==> config.mk <==
export PLATFORM = sky130hd
export DESIGN_NAME = evt_irq_ctrl
export DESIGN_NICKNAME = d
export VERILOG_FILES = /design/src/rtl/evt_irq_pkg.sv /design/src/rtl/evt_status_reg.sv /design/src/rtl/evt_halt_fsm.sv /design/src/rtl/evt_reset_fsm.sv /design/src/rtl/evt_irq_ctrl.sv
export SDC_FILE = /design/constraint.sdc
export NUM_CORES = 1
export LEC_CHECK = 0
export BUFFER_PORTS_ARGS = -buffer_cell sky130_fd_sc_hd__buf_2
export CAP_MARGIN = 20
export CORE_MARGIN = 8
export CORE_UTILIZATION = 50
export DETAILED_ROUTE_END_ITERATION = 8
export GPL_TIMING_DRIVEN = 0
export HOLD_SLACK_MARGIN = 0.03
export PLACE_DENSITY = 0.88
export SLEW_MARGIN = 30
export SYNTH_ARGS = -nofsm -noshare
export SYNTH_HDL_FRONTEND = slang
export SYNTH_SLANG_ARGS = --single-unit
==> constraint.sdc <==
create_clock -name clk -period 4.8 [get_ports clk]
set_clock_uncertainty 0.1 [all_clocks]
set_input_delay 0.96 -clock clk [delete_from_list [all_inputs] [get_ports clk]]
set_output_delay 0.96 -clock clk [all_outputs]
set_load 0.02 [all_outputs]
==> src/rtl/evt_irq_pkg.sv <==
package evt_irq_pkg;
    localparam int NUM_M     = 2;
    localparam int NUM_Q     = 2;
    localparam int FAULT_W   = 8;
    localparam int REG_W     = 32;
    localparam int NQ_TOTAL  = NUM_M * NUM_Q;
    localparam int RST_ACK_POS = 24;
    localparam logic [REG_W-1:0] RST_LEGAL = 32'h0f73f3f7;

    typedef enum logic [1:0] {H_RUN, H_DRAIN, H_ACK, H_HELD} halt_st_e;
    typedef enum logic [1:0] {R_IDLE, R_FLUSH, R_DONE} rst_st_e;
    typedef enum logic       {I_QUIET, I_RAISED} irq_st_e;

    function automatic int rd_pos(int m);
        return 12 * m;
    endfunction

    function automatic int report_pos(int m, int q);
        return 4 + 4 * q + 12 * m;
    endfunction

    function automatic int nack_pos(int m, int q);
        return 27 + 2 * m + q;
    endfunction

    function automatic int halt_ack_pos(int m);
        return 25 + m;
    endfunction

    function automatic int fault_pos(int m, int k);
        int base;
        case (k)
            0: base = 1;
            1: base = 2;
            2: base = 5;
            3: base = 6;
            4: base = 7;
            5: base = 9;
            6: base = 10;
            default: base = 11;
        endcase
        return base + 12 * m;
    endfunction

    function automatic logic [REG_W-1:0] rst_sel(int m);
        return REG_W'(32'h3f) << (4 + 8 * m);
    endfunction

    function automatic logic [REG_W-1:0] err_group(int m);
        logic [REG_W-1:0] g;
        g = '0;
        for (int k = 0; k < FAULT_W; k++) g[fault_pos(m, k)] = 1'b1;
        for (int q = 0; q < NUM_Q; q++) g[nack_pos(m, q)] = 1'b1;
        return g;
    endfunction

    function automatic logic [REG_W-1:0] nack_group(int m);
        logic [REG_W-1:0] g;
        g = '0;
        for (int q = 0; q < NUM_Q; q++) g[nack_pos(m, q)] = 1'b1;
        return g;
    endfunction
endpackage

==> src/rtl/evt_status_reg.sv <==
module evt_status_reg
    import evt_irq_pkg::*;
(
    input  logic             clk,
    input  logic             rst_n,
    input  logic [REG_W-1:0] set_i,
    input  logic             clr_we_i,
    input  logic [REG_W-1:0] clr_i,
    input  logic             gclr_i,
    input  logic             mask_we_i,
    input  logic [REG_W-1:0] mask_i,
    output logic [REG_W-1:0] status_o,
    output logic             irq_o
);
    logic [REG_W-1:0] status_q, status_n, mask_q, clr_eff;
    irq_st_e          irq_q, irq_n;
    logic             pending;

    always_comb begin
        clr_eff  = clr_we_i ? clr_i : '0;
        status_n = (status_q & ~clr_eff) | set_i;
    end

    always_ff @(posedge clk or negedge rst_n) begin
        if (!rst_n) begin
            status_q <= '0;
            mask_q   <= '0;
        end else begin
            status_q <= status_n;
            if (mask_we_i) mask_q <= mask_i;
        end
    end

    assign pending = |(status_q & mask_q);

    always_ff @(posedge clk or negedge rst_n) begin
        if (!rst_n) irq_q <= I_QUIET;
        else        irq_q <= irq_n;
    end

    always_comb begin
        irq_n = irq_q;
        unique case (irq_q)
            I_QUIET:  if (pending) irq_n = I_RAISED;
            I_RAISED: if (gclr_i)  irq_n = I_QUIET;
        endcase
    end

    always_comb begin
        status_o = status_q;
        irq_o    = (irq_q == I_RAISED);
    end

    assert_evt_wins_R3: assert property (@(posedge clk) disable iff (!rst_n)
        (set_i != '0) |=> ((status_q & $past(set_i)) == $past(set_i)));

    assert_clr_exact_R2: assert property (@(posedge clk) disable iff (!rst_n)
        clr_we_i |=> ((status_q & $past(clr_i & ~set_i)) == '0));

    assert_irq_src_R4: assert property (@(posedge clk) disable iff (!rst_n)
        $rose(irq_o) |-> $past(|(status_q & mask_q)));

    assert_irq_hold_R5: assert property (@(posedge clk) disable iff (!rst_n)
        (irq_o && !gclr_i) |=> irq_o);
endmodule

==> src/rtl/evt_halt_fsm.sv <==
module evt_halt_fsm
    import evt_irq_pkg::*;
#(
    parameter int DRAIN_CYC = 4
) (
    input  logic clk,
    input  logic rst_n,
    input  logic req_i,
    input  logic release_i,
    output logic halted_o,
    output logic ack_o
);
    localparam int CW = $clog2(DRAIN_CYC + 2);
    localparam logic [CW-1:0] LAST = CW'(DRAIN_CYC - 1);

    halt_st_e        st_q, st_n;
    logic [CW-1:0]   cnt_q;

    always_ff @(posedge clk or negedge rst_n) begin
        if (!rst_n) begin
            st_q  <= H_RUN;
            cnt_q <= '0;
        end else begin
            st_q  <= st_n;
            cnt_q <= (st_q == H_DRAIN) ? cnt_q + 1'b1 : '0;
        end
    end

    always_comb begin
        st_n = st_q;
        unique case (st_q)
            H_RUN:   if (req_i)         st_n = H_DRAIN;
            H_DRAIN: if (cnt_q == LAST) st_n = H_ACK;
            H_ACK:                      st_n = H_HELD;
            H_HELD:  if (release_i)     st_n = H_RUN;
        endcase
    end

    always_comb begin
        halted_o = (st_q != H_RUN);
        ack_o    = (st_q == H_ACK);
    end

    // checker window: cycles since the request was taken
    logic [CW-1:0] since_q;
    always_ff @(posedge clk or negedge rst_n) begin
        if (!rst_n)                       since_q <= '1;
        else if (st_q == H_RUN && req_i)  since_q <= '0;
        else if (since_q != '1)           since_q <= since_q + 1'b1;
    end

    assert_ack_time_R6: assert property (@(posedge clk) disable iff (!rst_n)
        ack_o |-> (since_q == CW'(DRAIN_CYC)));

    assert_single_ack_R7: assert property (@(posedge clk) disable iff (!rst_n)
        ack_o |=> !ack_o);

    assert_req_halts_R6: assert property (@(posedge clk) disable iff (!rst_n)
        req_i |=> halted_o);
endmodule

==> src/rtl/evt_reset_fsm.sv <==
module evt_reset_fsm
    import evt_irq_pkg::*;
#(
    parameter int RST_CYC = 6
) (
    input  logic             clk,
    input  logic             rst_n,
    input  logic             cmd_we_i,
    input  logic [REG_W-1:0] cmd_i,
    output logic             done_o,
    output logic [NUM_M-1:0] rel_o
);
    localparam int CW = $clog2(RST_CYC + 2);
    localparam logic [CW-1:0] LAST = CW'(RST_CYC - 1);

    rst_st_e          st_q, st_n;
    logic [CW-1:0]    cnt_q;
    logic [NUM_M-1:0] tgt_q, tgt_n;
    logic             legal, accept;

    always_comb begin
        legal  = cmd_i[0] && ((cmd_i & ~RST_LEGAL) == '0);
        accept = cmd_we_i && legal && (st_q == R_IDLE);
        for (int m = 0; m < NUM_M; m++)
            tgt_n[m] = ((cmd_i & rst_sel(m)) == rst_sel(m));
    end

    always_ff @(posedge clk or negedge rst_n) begin
        if (!rst_n) begin
            st_q  <= R_IDLE;
            cnt_q <= '0;
            tgt_q <= '0;
        end else begin
            st_q  <= st_n;
            cnt_q <= (st_q == R_FLUSH) ? cnt_q + 1'b1 : '0;
            if (accept) tgt_q <= tgt_n;
        end
    end

    always_comb begin
        st_n = st_q;
        unique case (st_q)
            R_IDLE:  if (accept)         st_n = R_FLUSH;
            R_FLUSH: if (cnt_q == LAST)  st_n = R_DONE;
            R_DONE:                      st_n = R_IDLE;
            default:                     st_n = R_IDLE;
        endcase
    end

    always_comb begin
        done_o = (st_q == R_DONE);
        rel_o  = (st_q == R_DONE) ? tgt_q : '0;
    end

    logic [CW-1:0] since_q;
    always_ff @(posedge clk or negedge rst_n) begin
        if (!rst_n)               since_q <= '1;
        else if (accept)          since_q <= '0;
        else if (since_q != '1)   since_q <= since_q + 1'b1;
    end

    assert_done_time_R8: assert property (@(posedge clk) disable iff (!rst_n)
        done_o |-> (since_q == CW'(RST_CYC)));

    assert_busy_ignores_R9: assert property (@(posedge clk) disable iff (!rst_n)
        (st_q != R_IDLE && cmd_we_i) |=> $stable(tgt_q));
endmodule

==> src/rtl/evt_irq_ctrl.sv <==
module evt_irq_ctrl
    import evt_irq_pkg::*;
#(
    parameter int DRAIN_CYC = 4,
    parameter int RST_CYC   = 6
) (
    input  logic                     clk,
    input  logic                     rst_n,
    input  logic [NUM_M-1:0]         evt_rd_done_i,
    input  logic [NQ_TOTAL-1:0]      evt_report_i,
    input  logic [NQ_TOTAL-1:0]      evt_nack_i,
    input  logic [NUM_M*FAULT_W-1:0] evt_fault_i,
    input  logic                     clr_we_i,
    input  logic [REG_W-1:0]         clr_data_i,
    input  logic                     gclr_i,
    input  logic                     mask_we_i,
    input  logic [REG_W-1:0]         mask_data_i,
    input  logic                     halt_we_i,
    input  logic [NUM_M-1:0]         halt_data_i,
    input  logic                     rst_we_i,
    input  logic [REG_W-1:0]         rst_data_i,
    output logic [REG_W-1:0]         status_o,
    output logic                     irq_o,
    output logic [NUM_M-1:0]         halted_o,
    output logic [NUM_M-1:0]         err_o,
    output logic [NUM_M-1:0]         nack_o
);
    logic [REG_W-1:0] set_v;
    logic [NUM_M-1:0] halt_ack, rel;
    logic             rst_done;

    always_comb begin
        set_v = '0;
        set_v[RST_ACK_POS] = rst_done;
        for (int m = 0; m < NUM_M; m++) begin
            set_v[rd_pos(m)]       = evt_rd_done_i[m];
            set_v[halt_ack_pos(m)] = halt_ack[m];
            for (int q = 0; q < NUM_Q; q++) begin
                set_v[report_pos(m, q)] = evt_report_i[m*NUM_Q + q];
                set_v[nack_pos(m, q)]   = evt_nack_i[m*NUM_Q + q];
            end
            for (int k = 0; k < FAULT_W; k++)
                set_v[fault_pos(m, k)] = evt_fault_i[m*FAULT_W + k];
        end
    end

    evt_status_reg u_status (
        .clk      (clk),
        .rst_n    (rst_n),
        .set_i    (set_v),
        .clr_we_i (clr_we_i),
        .clr_i    (clr_data_i),
        .gclr_i   (gclr_i),
        .mask_we_i(mask_we_i),
        .mask_i   (mask_data_i),
        .status_o (status_o),
        .irq_o    (irq_o)
    );

    evt_reset_fsm #(.RST_CYC(RST_CYC)) u_reset (
        .clk     (clk),
        .rst_n   (rst_n),
        .cmd_we_i(rst_we_i),
        .cmd_i   (rst_data_i),
        .done_o  (rst_done),
        .rel_o   (rel)
    );

    for (genvar m = 0; m < NUM_M; m++) begin : g_master
        evt_halt_fsm #(.DRAIN_CYC(DRAIN_CYC)) u_halt (
            .clk      (clk),
            .rst_n    (rst_n),
            .req_i    (halt_we_i && halt_data_i[m]),
            .release_i(rel[m]),
            .halted_o (halted_o[m]),
            .ack_o    (halt_ack[m])
        );

        always_comb begin
            err_o[m]  = |(status_o & err_group(m));
            nack_o[m] = |(status_o & nack_group(m));
        end

        assert_release_R8: assert property (@(posedge clk) disable iff (!rst_n)
            (halted_o[m] && !rel[m] && !halt_ack[m] && !(halt_we_i && halt_data_i[m]))
            |=> halted_o[m]);
    end
endmodule

==> impl_metrics.json <==
{
  "vias_per_cell": 5.197,
  "cpPeakStageDelay_ns": 0.45,
  "hold_path_startpoint": "g_master[0].u_halt.cnt_q[0]",
  "fin_area_sq_mm": 0.004710,
  "diodes": 0,
  "fin_tns_setup_ns": 0,
  "port_buffers": 159,
  "max_slew_margin_pct": 56.29,
  "fmax_mhz": 394.7,
  "clkLatencyLatePin_ns": 0.34,
  "critical_path_class": "flop to output pin",
  "drc_errors": 0,
  "powerDensity_mw_per_mm2": 393.5,
  "ff2ff_path_depth": 5,
  "setup_slack_ns": 2.266,
  "die_area_sq_mm": 0.01000,
  "cp.depth": 3,
  "gp_congestion": 0.8883,
  "power_leakage_nw": 2.314,
  "p_clk_share_pct": 31.9,
  "path_buf_inv": 1,
  "initial_core_util_pct": 51.65,
  "place_hpwl_um": 8041,
  "cts_buffers": 9,
  "num_io_pins": 170,
  "cts_resized": 0,
  "pre_cts_ws_ns": 2.596,
  "setup_viol": 0,
  "hold_end": "g_master[0].u_halt.cnt_q[0]",
  "synth_top_area_share_pct": 58.16,
  "fin_crit_ns": 2.534,
  "ys_types": 36,
  "dp_cells": 541,
  "mappedNetlistArea_sq_mm": 0.003528,
  "arrival_ns": 1.47,
  "cp_max_fo": 4,
  "grt_pass1_vias": 3286,
  "cts_tree": "done",
  "yosys.area.top_type": "dfrtp_1",
  "wl_per_cell_um": 18.07,
  "drtIter0Drc": 51,
  "met2WireLength_um": 5077,
  "via_count": 2895,
  "cp.required_ns": 3.74,
  "synthToLayoutAreaGrowth_pct": 33.48,
  "instances_no_fill": 557,
  "r2r_setup_slack_ns": 3.14,
  "htreeDepth": 3,
  "fin_crit_sh_pct": 52.79,
  "crit_chain": "nor4_1 -> nand3b_1 -> buf_2",
  "rsz0062_at_grt": "no",
  "hold_violations": 0,
  "nNetsFinal": 601,
  "root_buffer": "clkbuf_8",
  "ys_ff_latch": 82,
  "hold_class": "flop to flop",
  "cts.clk_slew.worst_paths_ns": 0.08,
  "clockBufferDepth": 2,
  "rows": 30,
  "post_dp_cell_area_sq_mm": 0.004467,
  "routed.top_layer": "met4",
  "grt_overflow_total": 0,
  "startpoint_type": "flop",
  "crit_family": "simple AND/OR/NAND/NOR gates",
  "synth-seq-area-share_pct": 58.16,
  "die_w_um": 100.0,
  "regToRegEndpoint": "g_master[1].u_halt.st_q[1]",
  "power_mw": 1.853,
  "pwr-share-comb_pct": 22.7,
  "coreArea_sq_mm": 0.006832,
  "grt_pass1_wl_um": 15730,
  "switching_power_mw": 0.5254,
  "critPathCaptureType": "output pin",
  "p_int_mw": 1.328,
  "cts_setup_buffers": 0,
  "syn_nets": 430,
  "wirelength_um": 10070,
  "yosysWarnings": 0,
  "slowest_stage": "dfrtp_1",
  "met1_length_um": 3933,
  "worstMarginPinSlew_ns": 0.6557,
  "ys_top_cells_by_area": "dfrtp_1, mux2_2, a21o_1",
  "wl_met3_um": 777,
  "outcome": "finished, final reports clean",
  "cts_hold_buf": 0,
  "clock_sink_count": 82,
  "avgSynthCellArea_sq_um": 12.38,
  "layout-drive-gt1-share_pct": 46.85,
  "hold_ws_ns": 0.3342,
  "postRouteAntennaNets": 0,
  "switching_share_pct": 28.35,
  "firstDrtPassIters": 4,
  "synthCells": 285,
  "die_height_um": 100.0,
  "worstHoldPathCells": 1,
  "grt_max_degree": 45,
  "seq_power_share_pct": 45.4,
  "r2r-start": "g_master[1].u_halt.st_q[1]",
  "drv_cap": 0,
  "grt_antenna_before_repair": 0,
  "peakVddDrop_uv": 294.4,
  "utilization_pct": 68.94,
  "slew_viol_final": 0,
  "grt_use_total_pct": 20.17
}
-- per-layer routing --
layer / GRT usage, % / vias to the layer above
met3: 5.467 / 24
met5: 0 / -
li1: - / 1350
met2: 36.22 / 131
met4: 9.651 / 0
met1: 21.35 / 1390
-- power by group through the flow --
stage,Clock (mW),Sequential [mW],Combinational (mW)
floorplan,0,0.863,0.242
global placement,0,0.847,0.397
detailed placement,0,0.854,0.424
CTS,0.605,0.840,0.426
global route,0.625,0.853,0.463
finish,0.592,0.841,0.420
-- logic make-up after synthesis --
group,count (synthesis),share of synthesized area (%)
adder cells (fa/ha/maj),14,4.965
flip-flops,82,58.16
multiplexers,34,10.85
AND/OR/NAND/NOR,77,10.82
XOR/XNOR,1,0.2483
AO/OA/AOI/OAI,58,12.62
buffers and inverters,19,2.340
-- flip-flops by register name (all words and copies together), names as in the netlist --
signal,count
u_reset.tgt_q,2
u_status.irq_o,1
u_reset.cnt_q,3
u_status.status_o,32
u_status.mask_q,32
g_master.u_halt.st_q,4
g_master.u_halt.cnt_q,6
u_reset.st_q,2
-- cell usage after synthesis --
library cell	count
a21boi_0	3
a21boi_1	1
a21o_1	29
a21oi_1	2
a221oi_2	1
a222oi_1	1
a22oi_1	14
a2bb2oi_1	1
a32oi_1	1
and2_1	4
buf_2	3
buf_4	2
clkbuf_1	4
dfrtp_1	82
ha_1	14
inv_1	10
mux2_1	4
mux2_2	30
nand2_1	38
nand2_2	1
nand2b_1	2
nand3_1	1
nand3b_1	2
nand4_1	5
nor2_1	7
nor2b_1	6
nor2b_4	1
nor3_1	1
nor4_1	5
nor4b_1	2
o211ai_1	1
o211ai_2	1
o21ai_0	1
o31ai_1	2
or2_2	2
xnor2_1	1
-- final cells by class --
type                            count  area, sq um
Fill cell                         500         2122
Buffer                              9        45.04
Clock inverter                      6        115.1
Sequential cell                    82         2052
Clock buffer                       10        127.6
Tap cell                           96        120.1
Inverter                           10        37.54
Multi-Input combinational cell    184         1394
Timing Repair Buffer              160        818.3
-- how the worst max path moves through the flow --
stage | startpoint | endpoint | slack, ns
CTS | u_status.status_o[11] | err_o[0] | 2.22
detailed placement | clr_we_i | u_status.status_o[26] | 2.60
floorplan | u_status.status_o[27] | err_o[0] | 2.61
global route | u_status.status_o[11] | err_o[0] | 2.19
finish | u_status.status_o[11] | err_o[0] | 2.27
global placement | rst_n | u_reset.cnt_q[1] | 2.11
-- cells in the final DEF (no fill, tap or decap), types with 4 or more instances in the layout --
master / n
ha_1: 14
clkbuf_1: 5
a21o_1: 29
nor2b_1: 6
nor2_1: 7
buf_2: 161
inv_1: 10
nand4_1: 5
nand2_1: 38
and2_1: 4
mux2_2: 30
nor4_1: 5
a22oi_1: 14
dfrtp_1: 82
clkbuf_8: 9
mux2_1: 4
Note: power is estimated with default switching activity, not from simulation.
